### src/rtl/isq_pkg.sv
package isq_pkg;
  typedef enum logic [2:0] {
    PH_IDLE  = 3'd0,
    PH_FETCH = 3'd1,
    PH_EXT   = 3'd2,
    PH_OPRD  = 3'd3,
    PH_EXEC  = 3'd4,
    PH_STORE = 3'd5
  } phase_e;

  // number of counted phases after the opcode fetch
  localparam int unsigned NUM_TAIL = 4;
  // code of the first counted phase
  localparam int unsigned TAIL_BASE = 2;
endpackage

### src/rtl/isq_budget.sv
module isq_budget #(
  parameter int unsigned MAX_EXT = 2,
  parameter int unsigned EXT_W   = 2,
  parameter int unsigned CNT_W   = 2
) (
  input  logic [EXT_W-1:0]               ext_words_i,
  input  logic                           src_mem_i,
  input  logic                           dst_mem_i,
  input  logic                           is_cmp_i,
  input  logic                           is_push_i,
  input  logic                           is_call_i,
  input  logic                           wr_pc_i,
  output logic [isq_pkg::NUM_TAIL-1:0][CNT_W-1:0] budget_o,
  output logic                           wr_en_o
);
  localparam logic [CNT_W-1:0] EXT_CAP = CNT_W'(MAX_EXT);

  logic [CNT_W-1:0] ext_cnt, rd_cnt, exe_cnt, st_cnt;
  logic             stack_pen, flow_pen;

  always_comb begin
    if (CNT_W'(ext_words_i) > EXT_CAP) ext_cnt = EXT_CAP;
    else                               ext_cnt = CNT_W'(ext_words_i);
    rd_cnt    = CNT_W'(src_mem_i) + CNT_W'(dst_mem_i);
    stack_pen = is_push_i | is_call_i;
    flow_pen  = wr_pc_i | is_call_i;
    exe_cnt   = CNT_W'(stack_pen) + CNT_W'(flow_pen);
    st_cnt    = CNT_W'(dst_mem_i | is_push_i | is_call_i);
  end

  assign budget_o = {st_cnt, exe_cnt, rd_cnt, ext_cnt};
  assign wr_en_o  = ~is_cmp_i;
endmodule

### src/rtl/isq_fsm.sv
module isq_fsm #(
  parameter int unsigned CNT_W = 2
) (
  input  logic                                    clk,
  input  logic                                    rst_n,
  input  logic                                    start_i,
  input  logic [isq_pkg::NUM_TAIL-1:0][CNT_W-1:0] budget_i,
  input  logic                                    wr_en_i,
  output isq_pkg::phase_e                         phase_o,
  output logic                                    done_o,
  output logic                                    accept_o,
  output logic                                    wr_en_o
);
  import isq_pkg::*;

  phase_e                             ph_q, ph_d;
  logic [CNT_W-1:0]                   rem_q, rem_d;
  logic [NUM_TAIL-1:0][CNT_W-1:0]     plan_q;
  logic                               wr_en_q;
  logic                               busy, last, take, found, step_en;
  phase_e                             nxt_ph;
  logic [CNT_W-1:0]                   nxt_cnt;

  // search for the nearest later phase with a nonzero count
  always_comb begin
    found   = 1'b0;
    nxt_ph  = PH_IDLE;
    nxt_cnt = '0;
    for (int i = NUM_TAIL - 1; i >= 0; i--) begin
      if ((i + TAIL_BASE) > int'(ph_q) && plan_q[i] != '0) begin
        found   = 1'b1;
        nxt_ph  = phase_e'(i + TAIL_BASE);
        nxt_cnt = plan_q[i];
      end
    end
  end

  assign busy     = (ph_q != PH_IDLE);
  assign last     = busy && (rem_q == '0) && !found;
  assign accept_o = !busy || last;
  assign take     = start_i && accept_o;
  assign step_en  = take || busy;

  always_comb begin
    ph_d  = ph_q;
    rem_d = rem_q;
    if (take) begin
      ph_d  = PH_FETCH;
      rem_d = '0;
    end else if (busy) begin
      if (rem_q != '0) begin
        rem_d = rem_q - 1'b1;
      end else if (found) begin
        ph_d  = nxt_ph;
        rem_d = nxt_cnt - 1'b1;
      end else begin
        ph_d  = PH_IDLE;
        rem_d = '0;
      end
    end
  end

  always_ff @(posedge clk or negedge rst_n) begin
    if (!rst_n) begin
      ph_q  <= PH_IDLE;
      rem_q <= '0;
    end else if (step_en) begin
      ph_q  <= ph_d;
      rem_q <= rem_d;
    end
  end

  always_ff @(posedge clk or negedge rst_n) begin
    if (!rst_n) begin
      plan_q  <= '0;
      wr_en_q <= 1'b0;
    end else if (take) begin
      plan_q  <= budget_i;
      wr_en_q <= wr_en_i;
    end
  end

  assign phase_o = ph_q;
  assign done_o  = last;
  assign wr_en_o = wr_en_q;

  assert_done_then_idle_or_fetch_R8: assert property (@(posedge clk) disable iff (!rst_n)
    done_o |=> (ph_q == PH_IDLE || ph_q == PH_FETCH));

  assert_phase_forward_R7: assert property (@(posedge clk) disable iff (!rst_n)
    (busy && !done_o) |=> (ph_q != PH_IDLE && ph_q >= $past(ph_q)));

  assert_busy_start_ignored_R9: assert property (@(posedge clk) disable iff (!rst_n)
    (start_i && !accept_o) |=> ($stable(plan_q) && $stable(wr_en_q)));

  assert_back_to_back_R10: assert property (@(posedge clk) disable iff (!rst_n)
    (done_o && start_i) |=> (ph_q == PH_FETCH));

  assert_start_from_idle_R2: assert property (@(posedge clk) disable iff (!rst_n)
    (!busy && start_i) |=> (ph_q == PH_FETCH));
endmodule

### src/rtl/isq_strobe.sv
module isq_strobe (
  input  logic            clk,
  input  logic            rst_n,
  input  isq_pkg::phase_e phase_i,
  input  logic            wr_en_i,
  output logic            mem_rd_o,
  output logic            mem_wr_o,
  output logic            pc_inc_o
);
  import isq_pkg::*;

  always_comb begin
    mem_rd_o = 1'b0;
    mem_wr_o = 1'b0;
    pc_inc_o = 1'b0;
    unique case (phase_i)
      PH_FETCH, PH_EXT: begin
        mem_rd_o = 1'b1;
        pc_inc_o = 1'b1;
      end
      PH_OPRD:  mem_rd_o = 1'b1;
      PH_STORE: mem_wr_o = wr_en_i;
      default: ;
    endcase
  end

  assert_rd_wr_exclusive_R6: assert property (@(posedge clk) disable iff (!rst_n)
    !(mem_rd_o && mem_wr_o));

  assert_pc_only_on_word_fetch_R3: assert property (@(posedge clk) disable iff (!rst_n)
    pc_inc_o |-> mem_rd_o);

  assert_idle_quiet_R1: assert property (@(posedge clk) disable iff (!rst_n)
    (phase_i == PH_IDLE) |-> !(mem_rd_o || mem_wr_o || pc_inc_o));

  assert_exec_quiet_R5: assert property (@(posedge clk) disable iff (!rst_n)
    (phase_i == PH_EXEC) |-> $countones({mem_rd_o, mem_wr_o, pc_inc_o}) == 0);
endmodule

### src/rtl/instr_cycle_seq.sv
module instr_cycle_seq #(
  parameter int unsigned MAX_EXT = 2,
  parameter int unsigned EXT_W   = $clog2(MAX_EXT + 2)
) (
  input  logic             clk,
  input  logic             rst_n,
  input  logic             start_i,
  input  logic [EXT_W-1:0] ext_words_i,
  input  logic             src_mem_i,
  input  logic             dst_mem_i,
  input  logic             is_cmp_i,
  input  logic             is_push_i,
  input  logic             is_call_i,
  input  logic             wr_pc_i,
  output logic             accept_o,
  output logic             mem_rd_o,
  output logic             mem_wr_o,
  output logic             pc_inc_o,
  output logic [2:0]       phase_o,
  output logic             done_o
);
  import isq_pkg::*;

  localparam int unsigned MAX_CNT = (MAX_EXT > 2) ? MAX_EXT : 2;
  localparam int unsigned CNT_W   = $clog2(MAX_CNT + 1);

  logic                           rst_meta_q, rst_sync_q;
  logic [NUM_TAIL-1:0][CNT_W-1:0] budget;
  logic                           wr_en_in, wr_en_q;
  phase_e                         phase;

  // asynchronous assertion, synchronous release
  always_ff @(posedge clk or negedge rst_n) begin
    if (!rst_n) begin
      rst_meta_q <= 1'b0;
      rst_sync_q <= 1'b0;
    end else begin
      rst_meta_q <= 1'b1;
      rst_sync_q <= rst_meta_q;
    end
  end

  isq_budget #(.MAX_EXT(MAX_EXT), .EXT_W(EXT_W), .CNT_W(CNT_W)) u_budget (
    .ext_words_i (ext_words_i),
    .src_mem_i   (src_mem_i),
    .dst_mem_i   (dst_mem_i),
    .is_cmp_i    (is_cmp_i),
    .is_push_i   (is_push_i),
    .is_call_i   (is_call_i),
    .wr_pc_i     (wr_pc_i),
    .budget_o    (budget),
    .wr_en_o     (wr_en_in)
  );

  isq_fsm #(.CNT_W(CNT_W)) u_fsm (
    .clk      (clk),
    .rst_n    (rst_sync_q),
    .start_i  (start_i),
    .budget_i (budget),
    .wr_en_i  (wr_en_in),
    .phase_o  (phase),
    .done_o   (done_o),
    .accept_o (accept_o),
    .wr_en_o  (wr_en_q)
  );

  isq_strobe u_strobe (
    .clk      (clk),
    .rst_n    (rst_sync_q),
    .phase_i  (phase),
    .wr_en_i  (wr_en_q),
    .mem_rd_o (mem_rd_o),
    .mem_wr_o (mem_wr_o),
    .pc_inc_o (pc_inc_o)
  );

  assign phase_o = phase;
endmodule

### config.mk
export PLATFORM = sky130hd
export DESIGN_NAME = instr_cycle_seq
export DESIGN_NICKNAME = d
export VERILOG_FILES = /design/src/rtl/isq_pkg.sv /design/src/rtl/isq_budget.sv /design/src/rtl/isq_fsm.sv /design/src/rtl/isq_strobe.sv /design/src/rtl/instr_cycle_seq.sv
export SDC_FILE = /design/constraint.sdc
export NUM_CORES = 1
export LEC_CHECK = 0
export BUFFER_PORTS_ARGS = -buffer_cell sky130_fd_sc_hd__buf_2
export CAP_MARGIN = 20
export CORE_MARGIN = 2
export CORE_UTILIZATION = 55
export CTS_BUF_LIST = sky130_fd_sc_hd__clkbuf_2
export DETAILED_ROUTE_END_ITERATION = 10
export PLACE_DENSITY = 0.8
export SETUP_SLACK_MARGIN = 0.1
export SKIP_LAST_GASP = 1
export SLEW_MARGIN = 10
export SYNTH_ARGS = -nofsm -noshare
export SYNTH_HDL_FRONTEND = slang
export SYNTH_SLANG_ARGS = --single-unit
### constraint.sdc
create_clock -name clk -period 2 [get_ports clk]
set_clock_uncertainty 0.2 [all_clocks]
set_input_delay 0.4 -clock clk [delete_from_list [all_inputs] [get_ports clk]]
set_output_delay 0.4 -clock clk [all_outputs]
set_load 0.01 [all_outputs]
==> results of run 1 <==
timing repair:
| action | in CTS | in global routing |
|---|---|---|
| setup endpoints to repair | 9 | 16 |
| endpoints found under the hold margin | 2 | 0 |
| gates resized for setup | 15 | 13 |
| setup buffers | 7 | 3 |
| pin swaps | 2 | 5 |
| hold buffers | 1 | 0 |
where the power goes:
part / leakage, nW / switching [W] / internal, W
logic: 0.455 / 0.000844 / 0.000973
clock network: 0.0166 / 0.000104 / 0.0000530
registers: 0.180 / 0.000150 / 0.000431
total: 0.651 / 0.00110 / 0.00146
kinds of logic after synthesis:
logic type / synth area share, %
buffers and inverters: 5.95
multiplexers: 9.20
adder cells (fa/ha/maj): 2.71
XOR/XNOR: 0.947
other: 0.406
AND/OR/NAND/NOR: 22.7
AO/OA/AOI/OAI: 17.5
flip-flops: 40.6
cell usage after synthesis, types with 2 or more instances:
master,count,share of area (%)
dfrtp_1,15,41
nor2_1,8,3.2
nand2_1,7,2.8
nor3_1,7,3.8
o21ai_0,7,3.8
a21oi_1,5,2.7
inv_1,5,2.0
mux2_4,5,8.1
nand3_1,3,1.6
and2_4,2,1.9
buf_2,2,1.1
buf_6,2,2.4
ha_1,2,2.7
nand2b_1,2,1.4
or2_2,2,1.4
metrics by stage:
| stage | cell area (um2) | utilization [%] | instances |
|---|---|---|---|
| final | 1340 | 87.2 | 155 |
| after global routing | 1340 | 87.2 | 155 |
| after CTS | 1270 | 82.4 | 153 |
| after detailed placement | 1120 | 72.4 | 141 |
| after global placement | 1120 | 72.4 | 141 |
| after floorplan | 930 | - | 97 |
routing by layer:
layer	wire (um)	vias to the layer above	track usage, %	share of wire [%]
met5	0	-	0	0
met4	88	0	10.0	3.3
met3	193	14	6.00	7.3
met2	1330	62	48.3	50
met1	1040	458	34.2	39
li1	-	433	-	-
final cells by class:
type | count | share of cell area, %
Inverter | 5 | 1.40
Timing Repair Buffer | 43 | 24.2
Tap cell | 16 | 1.49
Sequential cell | 15 | 28.0
Clock buffer | 4 | 1.49
Multi-Input combinational cell | 72 | 43.4
sequential cells by signal, indices dropped and copies added, names as in the netlist:
signal,flops
rst_sync_q,1
rst_meta_q,1
u_fsm.phase_o,3
u_fsm.plan_q,7
u_fsm.rem_q,2
u_fsm.wr_en_o,1
worst max-delay path, delay by kind of cell (launching register included):
family	cells	cell delay [ps]
compound gates	1	230
buf+inv	1	120
flops	1	450
simple gates	2	520
how the worst max path moves through the flow:
stage                            startpoint                     endpoint  slack [ps]
6_report       u_fsm.phase_o[1]$_DFFE_PN0P_                     accept_o        -220
5_1_grt        u_fsm.phase_o[1]$_DFFE_PN0P_                       done_o        -270
4_1_cts        u_fsm.phase_o[1]$_DFFE_PN0P_                     accept_o        -210
3_3_place_gp   u_fsm.phase_o[1]$_DFFE_PN0P_  u_fsm.plan_q[3]$_DFFE_PN0P_          30
2_1_floorplan  u_fsm.phase_o[1]$_DFFE_PN0P_  u_fsm.plan_q[1]$_DFFE_PN0P_        -160
3_5_place_dp    u_fsm.plan_q[6]$_DFFE_PN0P_  u_fsm.plan_q[5]$_DFFE_PN0P_         -20
==> metrics.md, run 1 <==
| Metric | Value |
|---|---|
| Outcome | `complete, but fails checks` |
| Failing checks | `negative setup slack` |
| Die area | `roughly 2000 um2` |
| Top FF cell, synth | `dfrtp_1` |
| Nets@finish | `between 150 and 200` |
| FF-to-FF path depth | `6` |
| First drt pass iteration count | `4` |
| Final period util | `111%` |
| Syn_area_per_cell | `9.53 um2` |
| Seq cells post-synth | `15` |
| Drt drc | `0` |
| CP required | `about 1400 ps` |
| Critical Path End Type | `primary output` |
| Total power | `between 0.002 and 0.003 W` |
| Initial antenna violation count | `0` |
| WS Path Type | `register to primary output` |
| Area grow syn2layout | `45.3%` |
| RSZ-0062 raised after global routing | `yes` |
| Fraction of registers with async set/reset | `100%` |
| Die Width | `between 40 and 50 um` |
| Post-synthesis cell count | `97` |
| Worst-Skew Late Latency | `~300 ps` |
| Setup TNS | `-1120 ps` |
| Largest net degree at the start of global routing | `14` |
| Vias in the first global route | `around 920` |
| Headroom to the max-slew limit | `between 60% and 70%` |
| Hold Slack | `roughly 15 ps` |
| RR Startpoint | `u_fsm.phase_o[1]$_DFFE_PN0P_` |
| Number of port buffers | `18` |
| Grt ovf | `0` |
| Row Count | `14` |
| Fmax | `approximately 0.45 GHz` |
| Routability cong. | `0.936` |
| TritonCTS buffer count | `3` |
| Die Y | `~45 um` |
| Starting DRT DRC Count | `a little over 50` |
| Post-synthesis sequential area ratio | `roughly 40%` |
| Gr usage total | `about 28%` |
| YS warnings | `0` |
| CP Launch Type | `register` |
| R2R Path End | `u_fsm.plan_q[3]$_DFFE_PN0P_` |
| Max incr delay on CP | `450 ps` |
| Initial core utilization | `60.0%` |
| Final setup violation count | `8` |
| Post-synth EDFFs | `0` |
| ANT nets after route | `0` |
| Clock transition at path regs | `between 150 and 200 ps` |
| CTS Sinks | `15` |
| Count of final hold-check violations | `0` |
| Via count | `about 970` |
| Syn nets | `110` |
| Worst EP arrival | `between 1500 and 2000 ps` |
| Leak | `between 0.6 and 0.7 nW` |
| PD cells | `about 1900 nW/um2` |
| Worst slew pin tran | `approximately 540 ps` |
| Most frequent cells in the layout | `buf_2, buf_4, dfrtp_1` |
| Period minus WS final | `2220 ps` |
| Critical Path Slowest Stage Cell | `dfrtp_1` |
| # IOs | `19` |
| Multi-input logic area | `583 um2` |
| Register Area | `377 um2` |
| Netlist Area Pre-Place | `925 um2` |
| Post-route worst setup slack | `-222 ps` |
| DPL Wire Length | `roughly 1700 um` |
| Routed Wire Length | `around 2700 um` |
| CP max FO | `4` |
| HP Class | `register to asynchronous set/reset pin` |
| Post-Place Worst Slack | `-20.6 ps` |
| TritonCTS clock tree | `yes` |
| Cell variety after synth | `38` |
| Max-cap violations | `0` |
| First-pass GRT wire length | `between 4000 and 5000 um` |
| Worst reg2reg setup slack | `-130 ps` |
| Fillers | `just under 80` |
| WL/cell | `17.1 um` |
| Clock Path Buffers | `2` |
| Crit-path cells | `and2_4 > or3_4 > a41o_4 > buf_6` |
| Core Region | `about 1500 um2` |
| Share of cells above drive strength 1 | `a little over half` |
| Clock root buffer | `clkbuf_2` |
| Slew Viols, Final | `0` |
| VDD IR max | `1.36 mV` |
| Diodes inserted | `0` |
| Via/cell ratio | `a little over 6` |
| # H-tree levels | `1` |
(Power assumes the default switching activity.)
==> run 2, diff against run 1 <==
- ABC_CLOCK_PERIOD_IN_PS: unset -> 2000
- REMOVE_ABC_BUFFERS: unset -> 1
==> run 2 against run 1 <==
The run still ends with negative setup slack left. Clock power up 4%. Largest cell class unchanged. Utilization down 0.89 points. Register-to-register slack about the same. Critical path type unchanged. Critical path depth unchanged. Wire length up 27%. Cell count up 1.3%. Critical endpoint unchanged. Sequential share of layout area up 0.29 points. Die area unchanged. Combinational power up 4%.
==> metrics.md, run 2 (synthesis results as in run 1) <==
| Metric | Value |
|---|---|
| Starting DRT DRC Count | `63 (+24%)` |
| Outcome | `complete, but fails checks` |
| Worst-Skew Late Latency | `320 ps (+20 ps)` |
| HP Class | `register to asynchronous set/reset pin` |
| Period minus WS final | `2230 ps (+12.5 ps)` |
| Largest net degree at the start of global routing | `14 (unchanged)` |
| Initial core utilization | `60.0% (unchanged)` |
| CP max FO | `3 (-1)` |
| Diodes inserted | `0 (unchanged)` |
| Worst slew pin tran | `537 ps (-1.34 ps)` |
| Die Width | `45 um (unchanged)` |
| # H-tree levels | `1 (unchanged)` |
| Most frequent cells in the layout | `buf_4, buf_2, dfrtp_1` |
| WS Path Type | `register to primary output` |
| Die Y | `45 um (unchanged)` |
| Leak | `0.653 nW (+0.21%)` |
| WL/cell | `21.4 um (+25%)` |
| Routed Wire Length | `3360 um (+27%)` |
| Final period util | `112% (+0.62 points)` |
| Failing checks | `negative setup slack` |
| First-pass GRT wire length | `4550 um (+12%)` |
| Gr usage total | `31.3% (+3.3 points)` |
| Core Region | `1540 um2 (unchanged)` |
| Largest register FFs | `7 (unchanged)` |
| Final non-filler cell total | `157 (+1.3%)` |
| Final setup violation count | `10 (+2)` |
| Nets@finish | `155 (+1.3%)` |
| Max incr delay on CP | `450 ps (about the same)` |
| Placed insts | `144 (+2.1%)` |
| CP Launch Type | `register` |
| TritonCTS clock tree | `yes` |
| Placed inst area | `1130 um2 (+1.6%)` |
| Critical Path Slowest Stage Cell | `dfrtp_1` |
| Drt drc | `0 (unchanged)` |
| Grt ovf | `0 (unchanged)` |
| Fillers | `92 (+19%)` |
| ANT nets after route | `0 (unchanged)` |
| Count of final hold-check violations | `0 (unchanged)` |
| PD cells | `1980 nW/um2 (+4.1%)` |
| CTS Sinks | `15 (unchanged)` |
| RSZ-0062 raised after global routing | `yes` |
| Post-route worst setup slack | `-234 ps (-12.5 ps)` |
| Crit-path cells | `and2_4 > or3_4 > a41o_4 > buf_6` |
| Worst EP arrival | `1630 ps (about the same)` |
| Via count | `1,025 (+6.0%)` |
| Max-cap violations | `0 (unchanged)` |
| Initial antenna violation count | `0 (unchanged)` |
| Final instance area | `1330 um2 (-1.0%)` |
| TritonCTS buffer count | `3 (unchanged)` |
| Area grow syn2layout | `43.8%` |
| Top reg by flops | `u_fsm.plan_q` |
| Commonest non-fill, non-tap cell in the layout | `buf_4` |
| DPL Wire Length | `1670 um (-3.3%)` |
| Fmax | `0.448 GHz (-0.56%)` |
| VDD IR max | `1.26 mV (-7.9%)` |
| CP required | `1400 ps (about the same)` |
| # IOs | `19 (unchanged)` |
| Fin util | `86.3% (-0.89 points)` |
| First drt pass iteration count | `4 (unchanged)` |
| Die area | `2030 um2 (unchanged)` |
| Slew Viols, Final | `0 (unchanged)` |
| Vias in the first global route | `972 (+5.9%)` |
| Clock root buffer | `clkbuf_2` |
| Number of port buffers | `18 (unchanged)` |
| Headroom to the max-slew limit | `64.2% (+0.089 points)` |
| Delay-heaviest family, CP | `simple AND/OR/NAND/NOR gates` |
| Routability cong. | `0.904 (-3.4%)` |
| Clock Path Buffers | `2 (unchanged)` |
| Row Count | `14 (unchanged)` |
| Critical Path End Type | `primary output` |
| Hold Slack | `29.4 ps (+14.5 ps)` |
| Clock transition at path regs | `170 ps (about the same)` |
| Via/cell ratio | `6.53 (+4.6%)` |
| Buf+Inv Stages, Crit Path | `1 (unchanged)` |
| Share of cells above drive strength 1 | `53.9% (-0.78 points)` |
-- run 2: cell count changes in the layout (fill, tap and decap cells not counted), sizes merged --
cell / before / now
buf: 42 / 44
clkbuf: 4 / 3
clkinv: 0 / 1
-- run 2: metrics by stage --
step | total power (W) | setup TNS (ps) | setup WS (ps)
global route | 0.00275 | -1830 | -299
floorplan | 0.00135 | -596 | -119
global placement | 0.00186 | 0 | 40.7
finish | 0.00263 | -1340 | -234
CTS | 0.00221 | -716 | -172
detailed placement | 0.00190 | 0 | 6.21
-- run 2: repair_timing --
| item | 4_1_cts | 5_1_grt |
|---|---|---|
| hold endpoints to repair | 2 | 0 |
| pin swaps | 3 | 3 |
| hold buffers | 1 | 0 |
| endpoints found under the setup margin | 9 | 15 |
| resized for setup | 13 | 16 |
| buffers inserted | 2 | 6 |
-- run 2: report_power, final --
| part | switching [W] | internal [W] |
|---|---|---|
| clock | 0.000118 | 0.0000453 |
| sequential | 0.000147 | 0.000431 |
| combinational | 0.000935 | 0.000954 |
| total | 0.00120 | 0.00143 |
-- run 2: path summary, 6_finish.rpt --
check / from / end / slack, ps / depth (start not counted)
worst max-delay path: u_fsm.phase_o[1]$_DFFE_PN0P_ / accept_o / -230 / 4
worst min-delay path: rst_sync_q$_DFF_PN0_ / u_fsm.plan_q[2]$_DFFE_PN0P_ / 30 / 0
worst max register to register: u_fsm.phase_o[1]$_DFFE_PN0P_ / u_fsm.plan_q[5]$_DFFE_PN0P_ / -140 / 6
worst min register to register: rst_sync_q$_DFF_PN0_ / u_fsm.plan_q[2]$_DFFE_PN0P_ / 30 / 0
max in group asynchronous: rst_sync_q$_DFF_PN0_ / u_fsm.phase_o[2]$_DFFE_PN0P_ / 1190 / 0
min in group clk: is_cmp_i / u_fsm.wr_en_o$_DFFE_PN0P_ / 40 / 2
-- run 2: worst register-to-register path, cell delays in order, from the launching register on --
cell     delay, ps
dfrtp_1        450
and2_4         180
or3_4          340
a41o_4         230
buf_4          160
and2_4         200
mux2_4         300
-- run 2: final cells by class --
| cell class | instances | area, um2 | area share [%] |
|---|---|---|---|
| multi-input cells | 72 | 578 | 43.5 |
| flip-flops and latches | 15 | 377 | 28.3 |
| well taps | 16 | 20.0 | 1.51 |
| inverters | 5 | 18.8 | 1.41 |
| clock inverters | 1 | 5.00 | 0.376 |
| repair buffers | 45 | 317 | 23.8 |
| clock buffers | 3 | 15.0 | 1.13 |
-- run 2: per-layer routing --
layer | vias up | wire [um] | track usage, % | part of all wire [%]
li1 | 435 | - | - | -
met1 | 472 | 1150 | 37.4 | 34
met2 | 87 | 1650 | 51.7 | 49
met3 | 31 | 350 | 8.40 | 10
met4 | 0 | 207 | 15.3 | 6.2
met5 | - | 0 | 0 | 0
==> run 3, diff against run 2 <==
- BUFFER_PORTS_ARGS: -buffer_cell sky130_fd_sc_hd__buf_2 -> -buffer_cell sky130_fd_sc_hd__buf_4
- CELL_PAD_IN_SITES_DETAIL_PLACEMENT: unset -> 1
- CELL_PAD_IN_SITES_GLOBAL_PLACEMENT: unset -> 2
- CORE_UTILIZATION: 55 -> 34
==> run 3 against run 2 <==
The run still ends with negative setup slack left. Non-clock buffer count fell by 2. Register-to-register slack got worse by 70 ps. Critical path type is now register to register. Sequential power fell by 4.7%. Wire length fell by 22%. Critical endpoint is now u_fsm.plan_q[1]$_DFFE_PN0P_.
==> metrics.md, run 3 (synthesis results as in run 1) <==
| Metric | Value |
|---|---|
| Outcome | `complete, but fails checks` |
| Clock root buffer | `clkbuf_2` |
| Critical Path End Type | `register` |
| Leak | `0.654 nW (+0.23%)` |
| Count of final hold-check violations | `0 (unchanged)` |
| Fmax | `0.452 GHz (+1.1%)` |
| Via/cell ratio | `5.30 (-19%)` |
| Row Count | `18 (+4)` |
| Worst-Skew Late Latency | `300 ps (-20 ps)` |
| VDD IR max | `0.995 mV (-21%)` |
| Fin util | `54.3% (-32 points)` |
| Drt drc | `0 (unchanged)` |
| Die area | `3150 um2 (+56%)` |
| Clock transition at path regs | `150 ps (-20 ps)` |
| Worst EP arrival | `2220 ps (+590 ps)` |
| Post-route worst setup slack | `-211 ps (+23.7 ps)` |
| CP required | `2010 ps (+610 ps)` |
| CP max FO | `7 (+4)` |
| TritonCTS buffer count | `3 (unchanged)` |
| Max-cap violations | `0 (unchanged)` |
| Grt ovf | `0 (unchanged)` |
| Most frequent cells in the layout | `buf_4, dfrtp_1, nor2_1` |
| WS Path Type | `register to register` |
| Initial core utilization | `36.7% (-23 points)` |
| Failing checks | `negative setup slack` |
| Placed inst area | `1200 um2 (+5.5%)` |
| Number of port buffers | `18 (unchanged)` |
| Period minus WS final | `2210 ps (-23.7 ps)` |
| ANT nets after route | `0 (unchanged)` |
| TritonCTS clock tree | `yes` |
| HP Class | `register to asynchronous set/reset pin` |
| Die Y | `56.2 um (+25%)` |
| Clock Path Buffers | `2 (unchanged)` |
| # IOs | `19 (unchanged)` |
| Headroom to the max-slew limit | `61.7% (-2.5 points)` |
| Nets@finish | `153 (-1.3%)` |
| Diodes inserted | `0 (unchanged)` |
| DPL Wire Length | `2020 um (+21%)` |
| Final instance area | `1370 um2 (+3.0%)` |
| Vias in the first global route | `930 (-4.3%)` |
| Fillers | `297 (+220%)` |
| CP Launch Type | `register` |
| Routed Wire Length | `2640 um (-22%)` |
| Worst slew pin tran | `574 ps (+37.2 ps)` |
| Slew Viols, Final | `0 (unchanged)` |
| Area grow syn2layout | `48.2%` |
| Initial antenna violation count | `0 (unchanged)` |
| WL/cell | `15.6 um (-27%)` |
| Gr usage total | `18.3% (-13 points)` |
| Core Region | `2520 um2 (+64%)` |
| Largest register FFs | `7 (unchanged)` |
| RSZ-0062 raised after global routing | `yes` |
| First-pass GRT wire length | `4400 um (-3.3%)` |
| Top reg by flops | `u_fsm.plan_q` |
| Starting DRT DRC Count | `10 (-84%)` |
| Via count | `895 (-13%)` |
| Routability cong. | `0.889 (-1.7%)` |
| # H-tree levels | `1 (unchanged)` |
| First drt pass iteration count | `6 (+2)` |
| Die Width | `56.2 um (+25%)` |
| Share of cells above drive strength 1 | `52.5% (-1.4 points)` |
| Largest net degree at the start of global routing | `14 (unchanged)` |
| PD cells | `1840 nW/um2 (-7.0%)` |
| CTS Sinks | `15 (unchanged)` |
| Final setup violation count | `10 (unchanged)` |
| Commonest non-fill, non-tap cell in the layout | `buf_4` |
| Final period util | `111% (-1.2 points)` |
run 3: area by class of cell:
| type | count | area (um2) | share of cell area, % |
|---|---|---|---|
| Tap cell | 30 | 37.5 | 2.74 |
| Multi-Input combinational cell | 72 | 577 | 42.1 |
| Clock buffer | 4 | 20.0 | 1.46 |
| Inverter | 5 | 18.8 | 1.37 |
| Sequential cell | 15 | 377 | 27.5 |
| Timing Repair Buffer | 43 | 340 | 24.8 |
run 3: power by group:
group          switching [W]  internal (W)
sequential          0.000120      0.000431
clock               0.000104     0.0000530
combinational       0.000835      0.000979
total                0.00106       0.00146
run 3: layer usage:
metal	GRT usage (%)	part of all wire [%]
met1	23.2	45
met2	30.8	50
met3	3.26	4.4
met4	7.14	1.5
met5	0	0
run 3: path summary, 6_finish.rpt:
path	from	end	slack, ps	depth (start not counted)
min in group clk	is_cmp_i	u_fsm.wr_en_o$_DFFE_PN0P_	60	2
hold reg to reg	rst_sync_q$_DFF_PN0_	u_fsm.plan_q[2]$_DFFE_PN0P_	40	0
hold / removal	rst_sync_q$_DFF_PN0_	u_fsm.plan_q[2]$_DFFE_PN0P_	40	0
setup reg to reg	u_fsm.phase_o[0]$_DFFE_PN0P_	u_fsm.plan_q[1]$_DFFE_PN0P_	-210	7
setup / recovery	u_fsm.phase_o[0]$_DFFE_PN0P_	u_fsm.plan_q[1]$_DFFE_PN0P_	-210	7
max in group asynchronous	rst_sync_q$_DFF_PN0_	u_fsm.phase_o[2]$_DFFE_PN0P_	1160	0
run 3: through the flow:
stage          hold WS, ps  instances  setup TNS (ps)  worst slack, ps  power, W
6_report              40.8        169           -1630             -211   0.00252
3_5_place_dp         -16.1        158            -194            -41.2   0.00203
2_1_floorplan        -95.6         92            -596             -119   0.00135
3_3_place_gp         -17.7        158               0             21.2   0.00199
4_1_cts               54.7        166            -955             -210   0.00240
5_1_grt               49.2        169           -2080             -273   0.00272
run 3: critical path: stages (launching register included):
cell and delay (ps):
dfrtp_1 420, and2_4 160, or3_4 340, a41o_4 260, buf_4 130, buf_6 110
and2_4 190, mux2_4 300
run 3: what timing repair did:
item	4_1_cts	5_1_grt
hold buffers	1	0
hold endpoints to repair	2	0
setup buffers	3	3
pin swaps	7	3
gates resized for setup	19	8
setup endpoints to repair	13	16
